===== src/rtl/dlsum_pkg.sv =====
package dlsum_pkg;
  typedef enum logic [1:0] {
    LNK_IDLE = 2'b00,
    LNK_HEAD = 2'b01,
    LNK_BODY = 2'b10,
    LNK_TAIL = 2'b11
  } lnk_ctl_e;

  // header data bit that selects sum mode (0 = minimum mode)
  localparam int MODE_BIT = 0;
endpackage


===== src/rtl/dlsum_beat_ctr.sv =====
module dlsum_beat_ctr #(
  parameter int PAY_W = 20,
  parameter int IDX_W = $clog2(PAY_W)
) (
  input  logic             clk,
  input  logic             rst_n,
  input  logic             head,
  input  logic             body,
  output logic [IDX_W-1:0] idx,
  output logic             last
);
  assign last = body && (idx == IDX_W'(PAY_W - 1));

  always_ff @(posedge clk or negedge rst_n) begin
    if (!rst_n)             idx <= '0;
    else if (head)          idx <= '0;
    else if (body && !last) idx <= idx + 1'b1;
  end
endmodule


===== src/rtl/dlsum_serial_add.sv =====
module dlsum_serial_add (
  input  logic clk,
  input  logic rst_n,
  input  logic clr,
  input  logic en,
  input  logic a,
  input  logic b,
  output logic s
);
  logic cy_q;

  assign s = a ^ b ^ cy_q;

  always_ff @(posedge clk or negedge rst_n) begin
    if (!rst_n)   cy_q <= 1'b0;
    else if (clr) cy_q <= 1'b0;
    else if (en)  cy_q <= (a & b) | (a & cy_q) | (b & cy_q);
  end
endmodule


===== src/rtl/dlsum_serial_cmp.sv =====
module dlsum_serial_cmp (
  input  logic clk,
  input  logic rst_n,
  input  logic clr,
  input  logic en,
  input  logic a,
  input  logic b,
  output logic pick_b
);
  logic pick_q;

  // LSB first: the most significant differing bit seen so far decides
  always_comb begin
    pick_b = pick_q;
    if (en && (a != b)) pick_b = ~b;
  end

  always_ff @(posedge clk or negedge rst_n) begin
    if (!rst_n)   pick_q <= 1'b0;
    else if (clr) pick_q <= 1'b0;
    else if (en)  pick_q <= pick_b;
  end
endmodule


===== src/rtl/dlsum_node.sv =====
module dlsum_node
  import dlsum_pkg::*;
#(
  parameter int BASE_W = 16,
  parameter int LEAVES = 8
) (
  input  logic       clk,
  input  logic       rst_n,
  input  logic [1:0] l_ctl,
  input  logic [1:0] l_dat,
  input  logic [1:0] r_ctl,
  input  logic [1:0] r_dat,
  output logic [1:0] o_ctl,
  output logic [1:0] o_dat
);
  localparam int PAY_W = BASE_W + $clog2(LEAVES + 1);
  localparam int IDX_W = $clog2(PAY_W);
  localparam int CNT_W = $clog2(PAY_W + 1);

  logic             head, body, last;
  logic [IDX_W-1:0] idx;
  logic [1:0]       sum_bit;
  logic             pick_r;
  logic [1:0]       cmd_q;
  logic             mode_q;
  logic [1:0][PAY_W-1:0] lcap, rcap, scap;
  logic [1:0][PAY_W-1:0] lnext, rnext, snext, res;
  logic [1:0][PAY_W-1:0] osh;
  logic [CNT_W-1:0]      ocnt;

  assign head = (l_ctl == LNK_HEAD) && (r_ctl == LNK_HEAD);
  assign body = ((l_ctl == LNK_BODY) || (l_ctl == LNK_TAIL)) &&
                ((r_ctl == LNK_BODY) || (r_ctl == LNK_TAIL));

  dlsum_beat_ctr #(.PAY_W(PAY_W), .IDX_W(IDX_W)) u_ctr (
    .clk(clk), .rst_n(rst_n), .head(head), .body(body), .idx(idx), .last(last)
  );

  for (genvar ln = 0; ln < 2; ln++) begin : g_lane
    dlsum_serial_add u_add (
      .clk(clk), .rst_n(rst_n), .clr(head), .en(body),
      .a(l_dat[ln]), .b(r_dat[ln]), .s(sum_bit[ln])
    );
  end

  dlsum_serial_cmp u_cmp (
    .clk(clk), .rst_n(rst_n), .clr(head), .en(body),
    .a(l_dat[0]), .b(r_dat[0]), .pick_b(pick_r)
  );

  // capture images including the beat currently on the link
  always_comb begin
    lnext = lcap;
    rnext = rcap;
    snext = scap;
    if (body) begin
      for (int k = 0; k < 2; k++) begin
        lnext[k][idx] = l_dat[k];
        rnext[k][idx] = r_dat[k];
        snext[k][idx] = sum_bit[k];
      end
    end
  end

  always_comb begin
    if (mode_q)      res = snext;
    else if (pick_r) res = rnext;
    else             res = lnext;
  end

  always_ff @(posedge clk or negedge rst_n) begin
    if (!rst_n) begin
      cmd_q  <= '0;
      mode_q <= 1'b0;
      lcap   <= '0;
      rcap   <= '0;
      scap   <= '0;
    end else begin
      if (head) begin
        cmd_q  <= l_dat;
        mode_q <= l_dat[MODE_BIT];
      end
      if (body) begin
        lcap <= lnext;
        rcap <= rnext;
        scap <= snext;
      end
    end
  end

  always_ff @(posedge clk or negedge rst_n) begin
    if (!rst_n) begin
      o_ctl <= LNK_IDLE;
      o_dat <= '0;
      osh   <= '0;
      ocnt  <= '0;
    end else if (last) begin
      o_ctl <= LNK_HEAD;
      o_dat <= cmd_q;
      osh   <= res;
      ocnt  <= CNT_W'(PAY_W);
    end else if (ocnt != '0) begin
      o_ctl  <= (ocnt == CNT_W'(1)) ? LNK_TAIL : LNK_BODY;
      o_dat  <= {osh[1][0], osh[0][0]};
      osh[0] <= osh[0] >> 1;
      osh[1] <= osh[1] >> 1;
      ocnt   <= ocnt - 1'b1;
    end else begin
      o_ctl <= LNK_IDLE;
      o_dat <= '0;
    end
  end
endmodule


===== config.mk =====
export PLATFORM = sky130hd
export DESIGN_NAME = dlsum_node
export DESIGN_NICKNAME = d
export VERILOG_FILES = /design/src/rtl/dlsum_pkg.sv /design/src/rtl/dlsum_beat_ctr.sv /design/src/rtl/dlsum_serial_add.sv /design/src/rtl/dlsum_serial_cmp.sv /design/src/rtl/dlsum_node.sv
export SDC_FILE = /design/constraint.sdc
export NUM_CORES = 1
export LEC_CHECK = 0
export ABC_AREA = 0
export BUFFER_PORTS_ARGS = -buffer_cell sky130_fd_sc_hd__buf_2
export CAP_MARGIN = 20
export CORE_UTILIZATION = 65
export DETAILED_ROUTE_END_ITERATION = 10
export PLACE_DENSITY = 0.92
export SYNTH_ARGS = -nofsm -noshare
export SYNTH_HDL_FRONTEND = slang
export SYNTH_HIERARCHICAL = 1
export SYNTH_SLANG_ARGS = --single-unit
export TNS_END_PERCENT = 10

===== constraint.sdc =====
create_clock -name clk -period 3.7 [get_ports clk]
set_input_delay 0.74 -clock clk [delete_from_list [all_inputs] [get_ports clk]]
set_output_delay 0.74 -clock clk [all_outputs]
set_load 0.02 [all_outputs]

---- Word level (Yosys, flattened, before mapping) ----
Cells that the tools add are included.
W data, S select, Z words.
cells by class
  $add $sub $neg .......................... 2
  order comparisons ....................... 2
  equality and inequality tests ........... 9
  mux-type cells .......................... 31
  bitwise gates (word level) .............. 15
  reduce and logical (&&, ||, !) cells .... 13
operators by type and width
  cell                   count
  $mux W40               7
  $bwmux W20             6
  $mux W5                4
  $mux W1                9
  $eq A2 B2 Y1 const B   4
  $mux W2                4
  $and A1 B1 Y1          6
  $logic_and A1 B1 Y1    6
  $lt A5 B6 Y1 const B   1
  $reduce_bool A2 Y1     3
  $add A5 B1 Y5 const B  1
  $demux W1 S5           1
  $eq A5 B1 Y1 const B   1
  $eq A5 B5 Y1 const B   1
  $ge A5 B1 Y1 const B   1
  $reduce_bool A5 Y1     1
  $sub A5 B1 Y5 const B  1
  $eq A2 B1 Y1 const B   2
  $or A1 B1 Y1           4
  $xor A1 B1 Y1          4
  $logic_or A1 B1 Y1     2
  $logic_not A1 Y1       1
  $ne A1 B1 Y1           1
  $not A1 Y1             1
word-level totals
  register bits after elaboration ......... 180
  bits of input ports ..................... 10
  logic and storage cells ................. 89

---- Logic depth before layout (Yosys ltp) ----
Gate-level depths: netlist of run 1.
  word-level depth ........................ 9
  depth in mapped cells ................... 10
  gate-level depth less buffers ........... 8

---- Modules after synthesis ----
Netlist of run 1, hierarchy kept.
by module, submodules not included
  module            instances  cells each  area an instance (sq um)  sequential area each (sq um)
  dlsum_node        1          643         8334.2                    4279.1
  dlsum_beat_ctr    1          27          279.0                     125.1
  dlsum_serial_add  2          4           58.8                      25.0
  dlsum_serial_cmp  1          7           51.3                      25.0

---- Worst setup path after synthesis of run 1 ----
OpenSTA, ideal clock, no wires.
  kind .................................... input to register
  from .................................... in r_ctl[1]
  to ...................................... reg osh[2] in the netlist's numbering
  setup time .............................. 82 ps
  arrival time ............................ 2365 ps
  setup slack ............................. 1253 ps
  stages on the path ...................... 10
  cell sequence ........................... and2_1 > nand2_1 > a21oi_1 > nor2_1 > buf_2 > mux2i_1 > a2bb2oi_1 > buf_2 > o22ai_1 > a31oi_1
on the way
  longest elaborated chain between the ends .. 8
ends and longest elaborated chain
  element                  line                    RTL
  start, declared          dlsum_node.sv:11        input logic [1:0] r_ctl,
  $eq A2 B2 Y1             dlsum_node.sv:33        ((r_ctl == LNK_BODY) || (r_ctl == LNK_TAIL));
  $logic_or A1 B1 Y1 (*)   dlsum_node.sv:33
  $logic_and A1 B1 Y1 (*)  dlsum_node.sv:32        assign body = ((l_ctl == LNK_BODY) || (l_ctl == LNK_TAIL)) &&
  $logic_and A1 B1 Y1 (*)  dlsum_serial_cmp.sv:15  if (en && (a != b)) pick_b = ~b;
  $mux W1 (*)              dlsum_serial_cmp.sv:15
  named net pick_r         dlsum_node.sv:23        logic pick_r;
  $mux W40 (*)             dlsum_node.sv:67        else if (pick_r) res = rnext;
  $mux W40 (*)             dlsum_node.sv:66        if (mode_q) res = snext;
  $mux W40 (*)             dlsum_node.sv:97        end else if (last) begin
  end signal, assigned     dlsum_node.sv:100       osh <= res;
  end, declared            dlsum_node.sv:28        logic [1:0][PAY_W-1:0] osh;
Mark *: on every way through the listed nets, which the timed path passes. The rest lies on a longest branch.
A chain may end at the register's enable or synchronous reset.

---- Worst setup path in the final report of run 1 ----
  from .................................... in r_ctl[1]
  to ...................................... reg osh[13] in the netlist's numbering
on the way
  longest elaborated chain between the ends .. 8
ends and longest elaborated chain
  element                  line                    RTL
  $eq A2 B2 Y1             dlsum_node.sv:33
  $logic_or A1 B1 Y1 (*)   dlsum_node.sv:33
  $logic_and A1 B1 Y1 (*)  dlsum_node.sv:32
  named net body           dlsum_node.sv:20        logic head, body, last;
  $logic_and A1 B1 Y1 (*)  dlsum_serial_cmp.sv:15
  $mux W1 (*)              dlsum_serial_cmp.sv:15
  named net pick_r         dlsum_node.sv:23
  $mux W40 (*)             dlsum_node.sv:67
  $mux W40 (*)             dlsum_node.sv:66
  $mux W40 (*)             dlsum_node.sv:97
Marked as above.

==> results of run 1 <==
-- per-stage QoR --
stage	cells	worst slack (ps)	hold slack, ps
floorplan	685	1250	444
global placement	837	922	480
detailed placement	837	818	480
CTS	869	1210	469
global route	869	1010	510
finish	869	1150	419
-- power by group through the flow --
stage	Sequential (mW)	Combinational, mW	Clock (mW)
3_3_place_gp	2.81	1.37	0
2_1_floorplan	2.73	1.17	0
5_1_grt	2.90	1.60	1.85
3_5_place_dp	2.86	1.46	0
6_report	2.85	1.48	1.76
4_1_cts	2.84	1.48	1.77
-- worst max-delay path by stage --
stage             start      end  slack [ps]  cells after the start
2_1_floorplan  r_ctl[1]   osh[2]        1250                     10
3_3_place_gp   r_ctl[1]   osh[6]         920                      8
3_5_place_dp   r_ctl[1]   osh[4]         820                      8
4_1_cts        r_ctl[1]  osh[13]        1210                     10
5_1_grt        r_ctl[1]  osh[13]        1010                     10
6_report       r_ctl[1]  osh[13]        1150                     10
-- Yosys cell counts, types with 2 or more instances --
cell,count
mux2i_1,49
a221oi_1,2
nand4_1,5
o22ai_2,6
inv_1,8
fa_1,2
nor4b_4,2
xor2_1,2
buf_6,3
a311oi_1,4
nand3_1,3
o21ai_0,6
and2_1,9
mux2_2,162
nor3b_2,2
ha_1,4
buf_2,17
clkbuf_1,30
dfrtp_1,179
o22ai_1,22
a21oi_1,13
nand3b_1,3
nor3_1,4
nor3b_1,2
nand2b_1,8
buf_1,2
nor2_1,24
nor2b_1,4
o2111a_1,3
mux2_4,17
nand2_1,31
or2_1,2
a211oi_1,7
a31oi_1,25
-- cell families after synthesis --
logic type               Yosys count  share of synthesized area, %
adder cells (fa/ha/maj)            6                          1.03
AND/OR/NAND/NOR                  111                          7.22
XOR/XNOR                           3                         0.299
buffers and inverters             61                          3.29
multiplexers                     229                          29.4
AO/OA/AOI/OAI                     96                          7.76
flip-flops                       179                          51.0
-- routing by layer --
metal / GRT usage (%) / vias to the layer above / share of wire (%)
met5: 0 / - / 0
met4: 18.3 / 0 / 3.8
met3: 6.42 / 78 / 7.3
met2: 48.6 / 298 / 49
met1: 39.4 / 2981 / 40
li1: - / 2491 / -
-- worst reg2reg max path: stages (launching register included) --
cell	delay, ps
dfrtp_1	590
nor2b_4	260
nor3b_2	270
nor2b_1	480
a2bb2oi_1	140
buf_4	240
o22ai_1	210
a31oi_1	70
-- sequential cells by signal (all words and copies together), names as in the netlist --
signal and cells:
u_ctr/idx 5, o_dat 2, ocnt 5, o_ctl 2
cmd_q 2, g_lane.u_add/cy_q 2, scap 40, rcap 40
osh 40, u_cmp/pick_q 1, lcap 40
-- cell type report --
class                      count  area [um^2]
clock buffer                  21          460
clock inverter                11          110
fill                         812         3650
inverter                       8         30.0
multi-input combinational    445         4030
sequential                   179         4480
tap                          176          220
timing repair buffer          29          204
==> results.ini, run 1 <==
[setup_path]
reg2reg_from=u_ctr/idx[4]
cp_cell_sequence=buf_2, and2_1, nand2_1, a21oi_1, nor2_4, mux2i_1, a2bb2oi_1, buf_4, nor2_1, a311oi_1
arrival_ps=2880
r2r_slack_ps=1290
worstReg2RegEnd=osh[18]
crit_slowest_cell=a21oi_1
critical-path-top-delay-family=compound AO/OA/AOI/OAI gates
critPathMaxFanout=14
reg2reg_depth=7
critPathKind=in -> reg
cp-end-kind=flip-flop
worstPathRequired_ps=4030
startpoint_type=input port
path_buf_inv=2
critPathMaxStageDelay_ps=370

[timing]
rsz0062_at_grt=no
fmax_ghz=0.393
finalCriticalPeriod_ps=2550
drv_slew=0
skew_ps=7.44
post-route-period-util_pct=68.9
setup_tns_ps=0
tightest_slew_ps=987
final_hold_viol_count=0
final-setup-viol-count=0
timing.slew.headroom_pct=34.2

[cells_and_area]
drive_gt1_share_pct=37.4
final_common_cell=dfrtp_1
final_cell_area_um2=9540
final_cell_mix=178 x dfrtp_1, 162 x mux2_2, 49 x mux2i_1
antenna_cells=0
finalNetCount=696
area_growth_pct=8.61
final_core_util_pct=72.3

[clocking]
clock-sinks=179
clockRootBuffer=clkbuf_16
h-tree-depth=4
cts_buffer_depth=2
cts_tree=done
cts_resized=0
cts_setup_buffers=0
clk_pin_slew_ps=70
insertion_delay_ps=440
cts_made_buffers=17
cts_hold_buf=0

[synthesis]
syn_nets=701
yosys.area.top_type=dfrtp_1
yosysWarnings=6
synthArstFlopShare_pct=100
netlist_top_cells_area=dfrtp_1 51%, mux2_2 21%, mux2i_1 5.6%
synthFlopType=dfrtp_1
synth_edf_count=0
seq_area_frac_synth_pct=51.0
syn_area_per_cell_um2=12.8
syn_area_um2=8780
netlist_instances=685
synth-seq-cells=179
synth_cell_type_count=57
netlist.area_leader.share_pct=51.0

[global_route]
grt_max_degree=107
grt_pass1_wl_mm=32.6
grt_pass1_vias=6230
overflow=0
gr-usage-all-layers_pct=30.8
antenna_found_initial=0

[min_path]
hold_path_class=in -> async

[floorplanning]
rows=42
chipWidth_um=118
coreArea_um2=13200
die-area_um2=14000
start_util_pct=66.6
io_pins=14
die_h_um=118

[flow_run]
cap_violations=0

[outcome]
status=complete, no violations

[placement]
dpl.hpwl_mm=11.7
portBuffers=13
placed_cell_area_um2=8970
gp_congestion=0.811

[routing]
firstDrtPassIters=6
finalWirelength_mm=20.0
vias_per_cell=6.73
vias=5848
detail_route.iter0.violations=490
drtAntennaViolNets=0
route.detailed.drc=0
routedWlPerCell_um=23.1

[power]
intPower_mw=4.27
power_mw=6.09
switching_share_pct=29.9
p_per_area_nw_per_um2=639
p_sw_mw=1.82
pwr-share-comb_pct=24.4
p_leak_nw=4.48
peakVddDrop_uv=365
seq_power_share_pct=46.8
clkPwrFrac_pct=28.9

Power figures use the tool's default switching activity.
==> run 2, diff against run 1 <==
Settings changed: ABC_AREA 0 to 1, CORE_UTILIZATION 65 to 57, PLACE_DENSITY 0.92 to 0.86.
Clock period 3.7 ns to 2.2 ns, I/O delays scaled along.
==> run 2 against run 1 <==
- cell count increased by 41%
- die area increased by 9.5%
- design area decreased by 1.6%
- non-clock buffer count increased by 19
- global-route usage decreased by 3.0 points
- highest routed layer unchanged
==> results.ini, run 2 <==
[clocking]
clock-sinks=179
cts_buffer_depth=2
insertion_delay_ps=440
cts_resized=0
cts_made_buffers=17
h-tree-depth=4
clockRootBuffer=clkbuf_16
cts_tree=done
clk_pin_slew_ps=60

[floorplanning]
start_util_pct=58.3
chipWidth_um=124
coreArea_um2=14500
io_pins=14
rows=44
die_h_um=124
die-area_um2=15300

[synthesis]
netlist.area_leader.share_pct=53.0
syn_nets=1037
synth-seq-cells=179
syn_area_per_cell_um2=8.27
synth_edf_count=0
ys_top_cells_by_count=328 x nand2_1, 179 x dfrtp_1, 104 x nand3_1
seq_area_frac_synth_pct=53.0
netlist_top_cells_area=dfrtp_1 53%, nand2_1 15%, nand3_1 6.2%
yosysMostFrequentCell=nand2_1
yosysWarnings=6
synth_cell_type_count=35
netlist_instances=1021
synthArstFlopShare_pct=100
synthFlopType=dfrtp_1
syn_area_um2=8450
yosys.area.top_type=dfrtp_1

[setup_path]
r2r_slack_ps=130
critical-path-top-delay-family=simple AND/OR/NAND/NOR gates
critPathMaxFanout=12
cp-end-kind=flip-flop
worstPathRequired_ps=2520
reg2reg_depth=11
reg2reg_from=u_ctr/idx[0]
worstReg2RegEnd=osh[24]
cp_cell_sequence=buf_4, inv_1, nand2_1, nor2_4, nand2_1, nand2_1, o21ai_0, o21ai_0, inv_1, nand2_1, nand2_1
startpoint_type=flip-flop
path_common_cell=nand2_1
critPathKind=reg -> reg
arrival_ps=2390
path_buf_inv=3
critPathMaxStageDelay_ps=420
crit_slowest_cell=dfrtp_1

[routing]
finalWirelength_mm=19.9
routedWlPerCell_um=16.3
vias_per_cell=5.63
detail_route.iter0.violations=755
firstDrtPassIters=5
vias=6899
route.detailed.drc=0
drtAntennaViolNets=0

[power]
clkPwrFrac_pct=28.6
switching_share_pct=32.6
pwr-share-comb_pct=27.4
intPower_mw=7.07
seq_power_share_pct=44.0
p_leak_nw=4.84
p_per_area_nw_per_um2=1120
peakVddDrop_uv=641
p_sw_mw=3.42
power_mw=10.5

[timing]
hold_ws_ps=294
tightest_slew_ps=555
rsz0062_at_grt=yes
skew_ps=7.23
setup_ws_ps=131
finalCriticalPeriod_ps=2070
setup_tns_ps=0
fmax_ghz=0.483
final-setup-viol-count=0
timing.slew.headroom_pct=63.0
final_hold_viol_count=0
drv_slew=0
post-route-period-util_pct=94.1

[global_route]
gr-usage-all-layers_pct=27.8
grt_pass1_vias=6374
grt_max_degree=57
overflow=0
antenna_found_initial=0
grt_pass1_wl_mm=31.9

[outcome]
status=complete, no violations

[min_path]
hold_end=cmd_q[0]
hold_path_class=in -> reg
worstHoldStart=l_dat[0]
hold_depth=3

[cells_and_area]
area_growth_pct=11.1
antenna_cells=0
final_cell_mix=328 x nand2_1, 179 x dfrtp_1, 104 x nand3_1
drive_gt1_share_pct=10.3
finalNetCount=1048
final_common_cell=nand2_1

[flow_run]
cap_violations=0

[placement]
dpl.hpwl_mm=12.3
portBuffers=13
pre_cts_ws_ps=65.3
gp_congestion=0.818

run 2: worst register-to-register path, stage by stage (launching register included):
cell	delay [ps]
dfrtp_1	420
buf_4	160
inv_1	60
nand2_1	80
nor2_4	330
nand2_1	320
nand2_1	120
o21ai_0	120
o21ai_0	170
inv_1	60
nand2_1	60
nand2_1	50
run 2: cells by family (layout without fill, tap and decap cells):
kind of cell	count (synthesis)	count (layout)	synth area share, %
simple gates	503	503	26.0
flops	179	179	53.0
compound gates	177	177	11.5
buf+inv	154	175	8.16
fa+ha+maj	6	6	1.07
xor+xnor	2	2	0.207
run 2: worst max path at each step:
stage | depth (start not counted) | endpoint | slack, ps | from
after CTS | 13 | osh[38] | 160 | u_ctr/idx[0]
after global routing | 11 | osh[20] | -40 | u_ctr/idx[0]
after detailed placement | 11 | osh[11] | 70 | r_ctl[1]
final | 11 | osh[24] | 130 | u_ctr/idx[0]
after global placement | 13 | osh[26] | 160 | r_ctl[1]
after floorplan | 10 | osh[0] | 290 | r_ctl[1]
run 2: layout make-up:
class                   instances  area, um^2
fillers                      1105        5100
flip-flops and latches        179        4480
multi-input cells             688        3290
clock buffers                  24         502
repair buffers                 48         437
inverters                      98         370
well taps                     184         230
clock inverters                 5        75.1
run 2: timing repair:
| item | in CTS | in global routing |
|---|---|---|
| hold buffers | 1 | 0 |
| endpoints found under the setup margin | 0 | 9 |
| buffers inserted | 0 | 0 |
| endpoints found under the hold margin | 40 | 0 |
run 2: layer usage:
layer  track usage, %  vias to the layer above  wire, um
met5                0                        -         0
met4             10.6                        0       478
met3             6.91                       49      1510
met2             43.3                      283      9480
met1             37.5                     3275      8460
li1                 -                     3292         -
run 2: power groups by stage:
stage                     sequential, mW  combinational [mW]  clock [mW]
after floorplan                     4.58                2.01           0
after global placement              4.62                2.70           0
after detailed placement            4.66                2.80           0
after CTS                           4.61                2.85        3.02
after global routing                4.70                3.24        3.15
final                               4.62                2.87        3.01
run 2: metrics by stage:
stage / cell area, um^2 / utilization (%) / instances
6_report: 9380 / 64.8 / 1226
5_1_grt: 9380 / 64.8 / 1226
4_1_cts: 9380 / 64.8 / 1226
3_5_place_dp: 8790 / 60.7 / 1196
3_3_place_gp: 8790 / 60.7 / 1196
2_1_floorplan: 8450 / - / 1021
